## src/rtl/pgperm_pkg.sv

```systemverilog
package pgperm_pkg;
   // Entry flag positions; a walker and this block must agree on them.
   localparam int unsigned FB_PRESENT = 0;
   localparam int unsigned FB_WRITE   = 1;
   localparam int unsigned FB_USER    = 2;
   localparam int unsigned FB_WTHRU   = 3;
   localparam int unsigned FB_NOCACHE = 4;
   localparam int unsigned FB_ACCESS  = 5;
   localparam int unsigned FB_DIRTY   = 6;
   localparam int unsigned FB_TOP     = 8;

   typedef enum logic [1:0] {
      FLT_NONE   = 2'd0,
      FLT_ABSENT = 2'd1,
      FLT_PRIV   = 2'd2,
      FLT_WRITE  = 2'd3
   } fault_e;
endpackage

```

## src/rtl/pgperm_decode.sv

```systemverilog
module pgperm_decode
   import pgperm_pkg::*;
#(
   parameter int unsigned ENTRY_W  = 32,
   parameter int unsigned LEVELS   = 2,
   parameter int unsigned CPL_W    = 2,
   parameter int unsigned USER_CPL = 3
) (
   input  logic [LEVELS-1:0][ENTRY_W-1:0] ent,
   input  logic                           wr,
   input  logic [CPL_W-1:0]               cpl,
   output fault_e                         fault,
   output logic                           ok
);
   logic [LEVELS-1:0] pres;
   logic [LEVELS-1:0] usr;
   logic [LEVELS-1:0] wen;

   for (genvar g = 0; g < LEVELS; g++) begin : g_lvl
      assign pres[g] = ent[g][FB_PRESENT];
      assign usr[g]  = ent[g][FB_USER];
      assign wen[g]  = ent[g][FB_WRITE];
   end

   logic all_present;
   logic user_allowed;
   logic write_allowed;
   logic user_mode;

   assign all_present   = &pres;
   assign user_allowed  = &usr;
   assign write_allowed = &wen;
   assign user_mode     = (cpl >= CPL_W'(USER_CPL));

   always_comb begin
      if (!all_present)                   fault = FLT_ABSENT;
      else if (user_mode && !user_allowed) fault = FLT_PRIV;
      else if (wr && !write_allowed)      fault = FLT_WRITE;
      else                                fault = FLT_NONE;
   end

   assign ok = (fault == FLT_NONE);

   logic unused_ent_bits;
   assign unused_ent_bits = ^ent;
endmodule

```

## src/rtl/pgperm_update.sv

```systemverilog
module pgperm_update
   import pgperm_pkg::*;
#(
   parameter int unsigned ENTRY_W = 32,
   parameter int unsigned LEVELS  = 2
) (
   input  logic [LEVELS-1:0][ENTRY_W-1:0] ent,
   input  logic                           ok,
   input  logic                           wr,
   output logic [LEVELS-1:0][ENTRY_W-1:0] nxt,
   output logic [LEVELS-1:0]              wb
);
   for (genvar g = 0; g < LEVELS; g++) begin : g_lvl
      logic [ENTRY_W-1:0] set_mask;
      if (g == LEVELS - 1) begin : g_leaf
         always_comb begin
            set_mask = '0;
            set_mask[FB_ACCESS] = ok;
            set_mask[FB_DIRTY]  = ok & wr;
         end
      end else begin : g_inner
         always_comb begin
            set_mask = '0;
            set_mask[FB_ACCESS] = ok;
         end
      end
      assign nxt[g] = ent[g] | set_mask;
      assign wb[g]  = |(set_mask & ~ent[g]);
   end
endmodule

```

## src/rtl/pgperm_xlate.sv

```systemverilog
module pgperm_xlate
   import pgperm_pkg::*;
#(
   parameter int unsigned ADDR_W     = 32,
   parameter int unsigned PAGE_SHIFT = 12
) (
   input  logic [ADDR_W-1:0]     leaf,
   input  logic [PAGE_SHIFT-1:0] offset,
   input  logic                  ok,
   output logic [ADDR_W-1:0]     phys,
   output logic                  nocache,
   output logic                  wthru
);
   assign phys    = ok ? {leaf[ADDR_W-1:PAGE_SHIFT], offset} : '0;
   assign nocache = ok & leaf[FB_NOCACHE];
   assign wthru   = ok & leaf[FB_WTHRU];

   logic unused_leaf_low;
   assign unused_leaf_low = ^leaf[PAGE_SHIFT-1:0];
endmodule

```

## src/rtl/pgperm_outstage.sv

```systemverilog
module pgperm_outstage #(
   parameter int unsigned DW = 8
) (
   input  logic          clk,
   input  logic          rst_n,
   input  logic          in_valid,
   output logic          in_ready,
   input  logic [DW-1:0] in_data,
   output logic          out_valid,
   input  logic          out_ready,
   output logic [DW-1:0] out_data
);
   logic          vld_q;
   logic [DW-1:0] dat_q;

   assign in_ready  = !vld_q || out_ready;
   assign out_valid = vld_q;
   assign out_data  = dat_q;

   always_ff @(posedge clk) begin
      if (!rst_n) begin
         vld_q <= 1'b0;
         dat_q <= '0;
      end else begin
         if (in_ready) vld_q <= in_valid;
         if (in_valid && in_ready) dat_q <= in_data;
      end
   end
endmodule

```

## src/rtl/pgperm_check.sv

```systemverilog
module pgperm_check
   import pgperm_pkg::*;
#(
   parameter int unsigned ADDR_W     = 32,
   parameter int unsigned PAGE_SHIFT = 12,
   parameter int unsigned CPL_W      = 2,
   parameter int unsigned USER_CPL   = 3
) (
   input  logic              clk,
   input  logic              rst_n,
   input  logic              in_valid,
   output logic              in_ready,
   input  logic [ADDR_W-1:0] in_dir,
   input  logic [ADDR_W-1:0] in_pg,
   input  logic              in_wr,
   input  logic [CPL_W-1:0]  in_cpl,
   input  logic [ADDR_W-1:0] in_lin,
   output logic              out_valid,
   input  logic              out_ready,
   output logic              out_ok,
   output logic [1:0]        out_fault,
   output logic [ADDR_W-1:0] out_phys,
   output logic              out_nocache,
   output logic              out_wthru,
   output logic [ADDR_W-1:0] out_dir,
   output logic [ADDR_W-1:0] out_pg,
   output logic              out_dir_wb,
   output logic              out_pg_wb
);
   localparam int unsigned ENTRY_W = ADDR_W;
   localparam int unsigned LEVELS  = 2;
   localparam int unsigned LEAF    = LEVELS - 1;
   localparam int unsigned DW      = 2 + 1 + ADDR_W + 2 + LEVELS * ENTRY_W + LEVELS;

   if (PAGE_SHIFT <= FB_TOP) begin : g_bad_shift
      $error("PAGE_SHIFT must leave room for the flag bits");
   end
   if (ADDR_W <= PAGE_SHIFT) begin : g_bad_addr
      $error("ADDR_W must exceed PAGE_SHIFT");
   end
   if (USER_CPL >= (1 << CPL_W)) begin : g_bad_cpl
      $error("USER_CPL does not fit in CPL_W bits");
   end

   logic [LEVELS-1:0][ENTRY_W-1:0] ent;
   logic [LEVELS-1:0][ENTRY_W-1:0] nxt;
   logic [LEVELS-1:0]              wb;
   fault_e                         fault;
   logic                           ok;
   logic [ADDR_W-1:0]              phys;
   logic                           nocache;
   logic                           wthru;

   assign ent[0]    = in_dir;
   assign ent[LEAF] = in_pg;

   pgperm_decode #(
      .ENTRY_W(ENTRY_W), .LEVELS(LEVELS), .CPL_W(CPL_W), .USER_CPL(USER_CPL)
   ) u_decode (
      .ent(ent), .wr(in_wr), .cpl(in_cpl), .fault(fault), .ok(ok)
   );

   pgperm_update #(
      .ENTRY_W(ENTRY_W), .LEVELS(LEVELS)
   ) u_update (
      .ent(ent), .ok(ok), .wr(in_wr), .nxt(nxt), .wb(wb)
   );

   pgperm_xlate #(
      .ADDR_W(ADDR_W), .PAGE_SHIFT(PAGE_SHIFT)
   ) u_xlate (
      .leaf(in_pg), .offset(in_lin[PAGE_SHIFT-1:0]), .ok(ok),
      .phys(phys), .nocache(nocache), .wthru(wthru)
   );

   logic [DW-1:0] stage_in;
   logic [DW-1:0] stage_out;

   assign stage_in = {fault, ok, phys, nocache, wthru, nxt[0], nxt[LEAF], wb[0], wb[LEAF]};

   pgperm_outstage #(
      .DW(DW)
   ) u_stage (
      .clk(clk), .rst_n(rst_n),
      .in_valid(in_valid), .in_ready(in_ready), .in_data(stage_in),
      .out_valid(out_valid), .out_ready(out_ready), .out_data(stage_out)
   );

   assign {out_fault, out_ok, out_phys, out_nocache, out_wthru,
           out_dir, out_pg, out_dir_wb, out_pg_wb} = stage_out;

   logic unused_lin_high;
   assign unused_lin_high = ^in_lin[ADDR_W-1:PAGE_SHIFT];
endmodule

```

## config.mk

```make
export PLATFORM = sky130hd
export DESIGN_NAME = pgperm_check
export DESIGN_NICKNAME = d
export VERILOG_FILES = /design/src/rtl/pgperm_pkg.sv /design/src/rtl/pgperm_decode.sv /design/src/rtl/pgperm_update.sv /design/src/rtl/pgperm_xlate.sv /design/src/rtl/pgperm_outstage.sv /design/src/rtl/pgperm_check.sv
export SDC_FILE = /design/constraint.sdc
export NUM_CORES = 1
export LEC_CHECK = 0
export BUFFER_PORTS_ARGS = -buffer_cell sky130_fd_sc_hd__buf_2
export CAP_MARGIN = 25
export CELL_PAD_IN_SITES_DETAIL_PLACEMENT = 1
export CELL_PAD_IN_SITES_GLOBAL_PLACEMENT = 1
export CORE_MARGIN = 2
export CORE_UTILIZATION = 34
export DETAILED_ROUTE_END_ITERATION = 10
export PLACE_DENSITY = 0.86
export SETUP_SLACK_MARGIN = 0.05
export SYNTH_ARGS = -nofsm -noshare
export SYNTH_HDL_FRONTEND = slang
export SYNTH_HIERARCHICAL = 1
export SYNTH_SLANG_ARGS = --single-unit
```

## constraint.sdc

```tcl
create_clock -name clk -period 1.6 [get_ports clk]
set_input_delay 0 -clock clk [delete_from_list [all_inputs] [get_ports clk]]
set_output_delay 0 -clock clk [all_outputs]
set_load 0.02 [all_outputs]
```

### Yosys cells after proc, flatten, opt, wreduce, memory -nomap -nowiden

Index checks and enable logic that the tools add are counted.

* memories kept: 0
* flip-flop bits (word level): 104
* output and inout bits: 105
* word-level logic and storage cells: 29
* bits of input ports: 103
* latch bits: 0
* bits in read-only memories: 0
* RAM bits: 0

* div/mod/pow operators: 0
* add/sub/neg operators: 0
* bitwise logic cells: 9
* order comparisons: 1
* shift-type cells: 0
* equality and inequality tests: 0
* reductions and logical operators: 13
* multipliers: 0
* muxes and demuxes: 4

Operators by type and width (count)
* 32-bit NOT: 2
* 32-bit OR reduction: 2
* 6-bit by 32-bit bitwise AND with 32-bit output: 1
* 7-bit by 32-bit bitwise AND with 32-bit output: 1
* 32-bit two-way mux: 1
* 32-bit by 6-bit OR with 32-bit output: 1
* 32-bit by 7-bit OR with 32-bit output: 1
* 2-bit two-way mux: 3
* 2-bit AND reduction: 3
* 1-bit bitwise AND: 3
* 1-bit logical AND: 3
* 1-bit logical NOT: 3
* 2-bit greater-or-equal comparator (second input constant): 1
* 2-bit logical NOT: 1
* 1-bit logical OR: 1

### Longest topological paths before layout

* depth in word-level cells: 10
* gate-level depth with buffers: 7

### Cells and area by module

Netlist, hierarchy kept.

By module, submodules not included
* pgperm_outstage: cells an instance 452, times used 1, sequential area each 2082.0 µm², area an instance 4119.0 µm²
* pgperm_update: cells an instance 67, times used 1, sequential area each 0.0 µm², area an instance 499.2 µm²
* pgperm_xlate: cells an instance 37, times used 1, sequential area each 0.0 µm², area an instance 270.3 µm²
* pgperm_decode: cells an instance 8, times used 1, sequential area each 0.0 µm², area an instance 46.3 µm²

### Worst setup path after synthesis

Ideal clock, no wire load.

* path type: register to register
* start point: register u_stage.vld_q, in the netlist u_stage/out_valid
* end point: register u_stage.dat_q[29], in the netlist u_stage/out_data[29]
* setup time: 0.120 ns
* path slack: 0.221 ns
* clock period less this slack: 1.379 ns
* stages on the path, launching flop included: 7
* required time: 1.480 ns
* path buffers: 3
* arrival: 1.260 ns
* cells stage by stage: dfxtp_1 nand2b_4 and2_1 buf_2 buf_6 buf_6 mux2i_1

* cells in the longest elaborated chain, start to end: 3

RTL lines
* from (decl): RTL line pgperm_outstage.sv:13 `logic vld_q;`
* from (signal assigned): RTL line pgperm_outstage.sv:25 `if (in_ready) vld_q <= in_valid;`
* 1-bit logical NOT: RTL line pgperm_outstage.sv:16 `assign in_ready = !vld_q || out_ready;`
* 1-bit logical OR: RTL line pgperm_outstage.sv:16
* net in_ready: RTL line pgperm_check.sv:12 `output logic in_ready,`
* 1-bit logical AND: RTL line pgperm_outstage.sv:26 `if (in_valid && in_ready) dat_q <= in_data;`
* to (signal assigned): RTL line pgperm_outstage.sv:26
* to (decl): RTL line pgperm_outstage.sv:14 `logic [DW-1:0] dat_q;`

The timed path passes the listed nets, and every way through them passes these cells.
A chain may end at the register's enable or synchronous reset.

### Worst setup path after layout

* start point: input in_pg[2]
* end point: register u_stage.dat_q[67], in the netlist u_stage/out_data[67]

* cells in the longest elaborated chain, start to end: 7

RTL lines
* from (decl): RTL line pgperm_check.sv:14 `input logic [ADDR_W-1:0] in_pg,`
* 2-bit AND reduction: RTL line pgperm_decode.sv:31 `assign user_allowed = &usr;`
* 1-bit logical NOT: RTL line pgperm_decode.sv:37 `else if (user_mode && !user_allowed) fault = FLT_PRIV;`
* 1-bit logical AND: RTL line pgperm_decode.sv:37
* 2-bit two-way mux: RTL line pgperm_decode.sv:37
* 2-bit two-way mux: RTL line pgperm_decode.sv:36 `if (!all_present) fault = FLT_ABSENT;`
* 2-bit logical NOT: RTL line pgperm_decode.sv:42 `assign ok = (fault == FLT_NONE);`
* net ok: RTL line pgperm_check.sv:49 `logic ok;`
* 1-bit bitwise AND: RTL line pgperm_xlate.sv:15 `assign nocache = ok & leaf[FB_NOCACHE];`
* net nocache: RTL line pgperm_check.sv:51 `logic nocache;`

The timed path passes the listed nets, and every way through them passes these cells.

==> results.cfg <==
[grt]
grt-ovfl-total = 0
first_global_vias = 4440
grt_pass1_wl_um = 22780
grt_antenna_before_repair = 1
grt_use_total_pct = 18.21
grt_start_max_net_pins = 59

[sta]
timing.final.crit_share_pct = 96.49
worst_slack_ps = 56.19
timing.final.crit_period_ps = 1544
clock-skew-final_ps = 3.961
timing.slew.headroom_pct = 71.02
fmax_mhz = 647.7
worst_pin_slew_ps = 434.7
hold_viol_final = 0
slew_violations = 0
finalHoldWorstSlack_ps = 39.28
setup_viol_count_final = 0

[clock_network]
clock_latency_ps = 350
tritoncts = yes
cts.path.max_buffers = 2
clockRootBuffer = sky130_fd_sc_hd__clkbuf_16
clk_pin_slew_ps = 70
numCtsBuffers = 9
clock-sinks = 104
ctsHtreeMaxLevel = 3

[worst_setup_path]
worstPathMaxFanout = 11
path_cells = dlygate4sd3_1 -> buf_2 -> nand2_2 -> a32oi_2 -> and2b_4 -> clkbuf_16 -> and2_2 -> nand2_1 -> mux2i_1
critical_path_required_ps = 1880
critical_path.slowest_cell = sky130_fd_sc_hd__dlygate4sd3_1
setup.worst_path.start_class = input port
cp-end-kind = flop
slowest_delay_ps = 530
critical_path_arrival_ps = 1820
setup.worst_path.class = input port to flop
crit_family = buffers and inverters
critical_path_buf_inv_count = 3

[die]
coreArea_sq_um = 14370
die_area_sq_um = 15490
die_x_um = 124.5
cell_row_count = 44
io-pin-count = 208
floorplan.initialDensity_pct = 34.34
floorplan.die.height_um = 124.5

[placed_design]
dp_hpwl_um = 8575
gp_congestion = 0.7487
place_inst = 847
preCtsSetupSlack_ps = 284.4
numPortBuffers = 187

[final_layout]
final_cell_count_no_fill = 935
fraction_of_layout_cells_with_a_size_suffix_above_1_pct = 34.80
nFillCells = 1718
final_core_util_pct = 46.64
most-common-layout-cells = 207 x sky130_fd_sc_hd__nand2_1, 186 x sky130_fd_sc_hd__buf_2, 104 x sky130_fd_sc_hd__dfxtp_1, 103 x sky130_fd_sc_hd__mux2i_1, 65 x sky130_fd_sc_hd__dlygate4sd3_1
nNetsFinal = 848
layout.cells.most_common = sky130_fd_sc_hd__nand2_1
area_growth_synth_to_finish_pct = 35.80

[yosys]
synthesis.area_sq_um = 4935
synth_cells = 564
portion_of_the_post_synthesis_area_used_by_sequential_elements_pct = 42.19
synthesis.area_per_instance_sq_um = 8.750
synth_cell_types = 23
ys_ff_latch = 104
synthesis.nets = 667
synthesis.yosys.warnings = 6

[route]
vias = 4228
drc = 0
postRouteWirelength_um = 15090
drt_iter0_drc = 138
detail-route-antenna-nets = 0
detail_route.wl_per_cell_um = 16.14
drt_pre_antenna_iters = 4
vias_per_cell = 4.522

[pwr]
total_power_mw = 6.292
p_leak_nw = 3.280
power.density_nw_per_um2 = 938.9
vdd.ir_drop.worst_v = 0.0005817

[run_status]
run_status = finished, final reports clean

[flow_run]
max-cap-violations = 0

[hold_path]
worstHoldPathType = input port to flop
[sequential cells by signal (all words and copies together) (netlist names)]
| signal | count |
|---|---|
| u_stage/out_valid | 1 |
| u_stage/out_data | 103 |
[synthesized netlist by cell type]
library cell | number | area share (%)
sky130_fd_sc_hd__mux2i_1 | 103 | 21
sky130_fd_sc_hd__dfxtp_1 | 104 | 42
sky130_fd_sc_hd__clkbuf_2 | 3 | 0.30
sky130_fd_sc_hd__or2_1 | 2 | 0.25
sky130_fd_sc_hd__nor2b_1 | 1 | 0.13
sky130_fd_sc_hd__nand2b_1 | 1 | 0.13
sky130_fd_sc_hd__a21boi_0 | 1 | 0.15
sky130_fd_sc_hd__and2b_2 | 1 | 0.18
sky130_fd_sc_hd__buf_4 | 61 | 9.3
sky130_fd_sc_hd__and2_1 | 1 | 0.13
sky130_fd_sc_hd__nand3_1 | 1 | 0.10
sky130_fd_sc_hd__buf_2 | 8 | 0.81
sky130_fd_sc_hd__inv_1 | 1 | 0.076
sky130_fd_sc_hd__nand2b_4 | 1 | 0.28
sky130_fd_sc_hd__buf_6 | 8 | 1.8
sky130_fd_sc_hd__a31o_2 | 1 | 0.18
sky130_fd_sc_hd__and2_2 | 34 | 5.2
sky130_fd_sc_hd__a21boi_1 | 1 | 0.15
sky130_fd_sc_hd__a21o_2 | 1 | 0.18
sky130_fd_sc_hd__a32oi_1 | 1 | 0.18
sky130_fd_sc_hd__nor2_1 | 1 | 0.076
sky130_fd_sc_hd__clkbuf_1 | 19 | 1.4
sky130_fd_sc_hd__nand2_1 | 209 | 16
[path summary, 6_finish.rpt]
check,start,to,slack [ps],cells past startpoint
worst min register to register,u_stage/out_data[51],u_stage/out_data[51],460,2
worst max-delay path,in_pg[2],u_stage/out_data[67],60,9
worst min-delay path,in_lin[6],u_stage/out_data[74],40,4
worst max register to register,u_stage/out_valid,u_stage/out_data[9],240,4
[stage by stage]
stage,instance area (sq um),TNS (ps)
finish,6701,0
global route,6701,-1.038
CTS,6550,0
detailed placement,5568,0
global placement,5568,0
floorplan,4935,0
[final cells by class]
class | count | area, sq um | share of cell area (%)
Tap cell | 184 | 230.2 | 3.435
Clock inverter | 6 | 82.58 | 1.232
Multi-Input combinational cell | 360 | 2191 | 32.69
Inverter | 1 | 3.754 | 0.05601
Antenna cell | 1 | 2.502 | 0.03734
Clock buffer | 10 | 239.0 | 3.566
Sequential cell | 104 | 2082 | 31.07
Timing Repair Buffer | 269 | 1871 | 27.91
[cells by family after synthesis]
logic type / Yosys count / share of synthesized area (%)
simple gates: 252 / 22.34
buf+inv: 100 / 13.74
mux: 103 / 20.89
flops: 104 / 42.19
compound gates: 5 / 0.8369
[worst register-to-register path: stages (launching register included)]
cell	delay (ps)
sky130_fd_sc_hd__dfxtp_1	340
sky130_fd_sc_hd__nand2b_4	80
sky130_fd_sc_hd__and2_4	170
sky130_fd_sc_hd__buf_12	330
sky130_fd_sc_hd__mux2i_1	360
[power breakdown]
group / switching, mW / internal [mW] / total, mW
sequential: 0.0664 / 2.71 / 2.78
clock: 1.02 / 1.41 / 2.43
combinational: 0.585 / 0.495 / 1.08
total: 1.67 / 4.62 / 6.29
[repair_timing]
| action | in CTS | in global routing |
|---|---|---|
| gates resized for setup | 0 | 11 |
| buffers inserted | 0 | 1 |
| setup endpoints to repair | 0 | 39 |
| hold buffers | 66 | 0 |
| endpoints found under the hold margin | 65 | 0 |
[metal layers]
metal	track usage, %	part of all wire, %	vias up
li1	-	-	2083
met2	33.78	52	125
met5	0	0	-
met1	19.29	40	1992
met4	8.130	2.8	0
met3	4.596	4.8	28
Note: power is estimated with default switching activity, not from simulation.
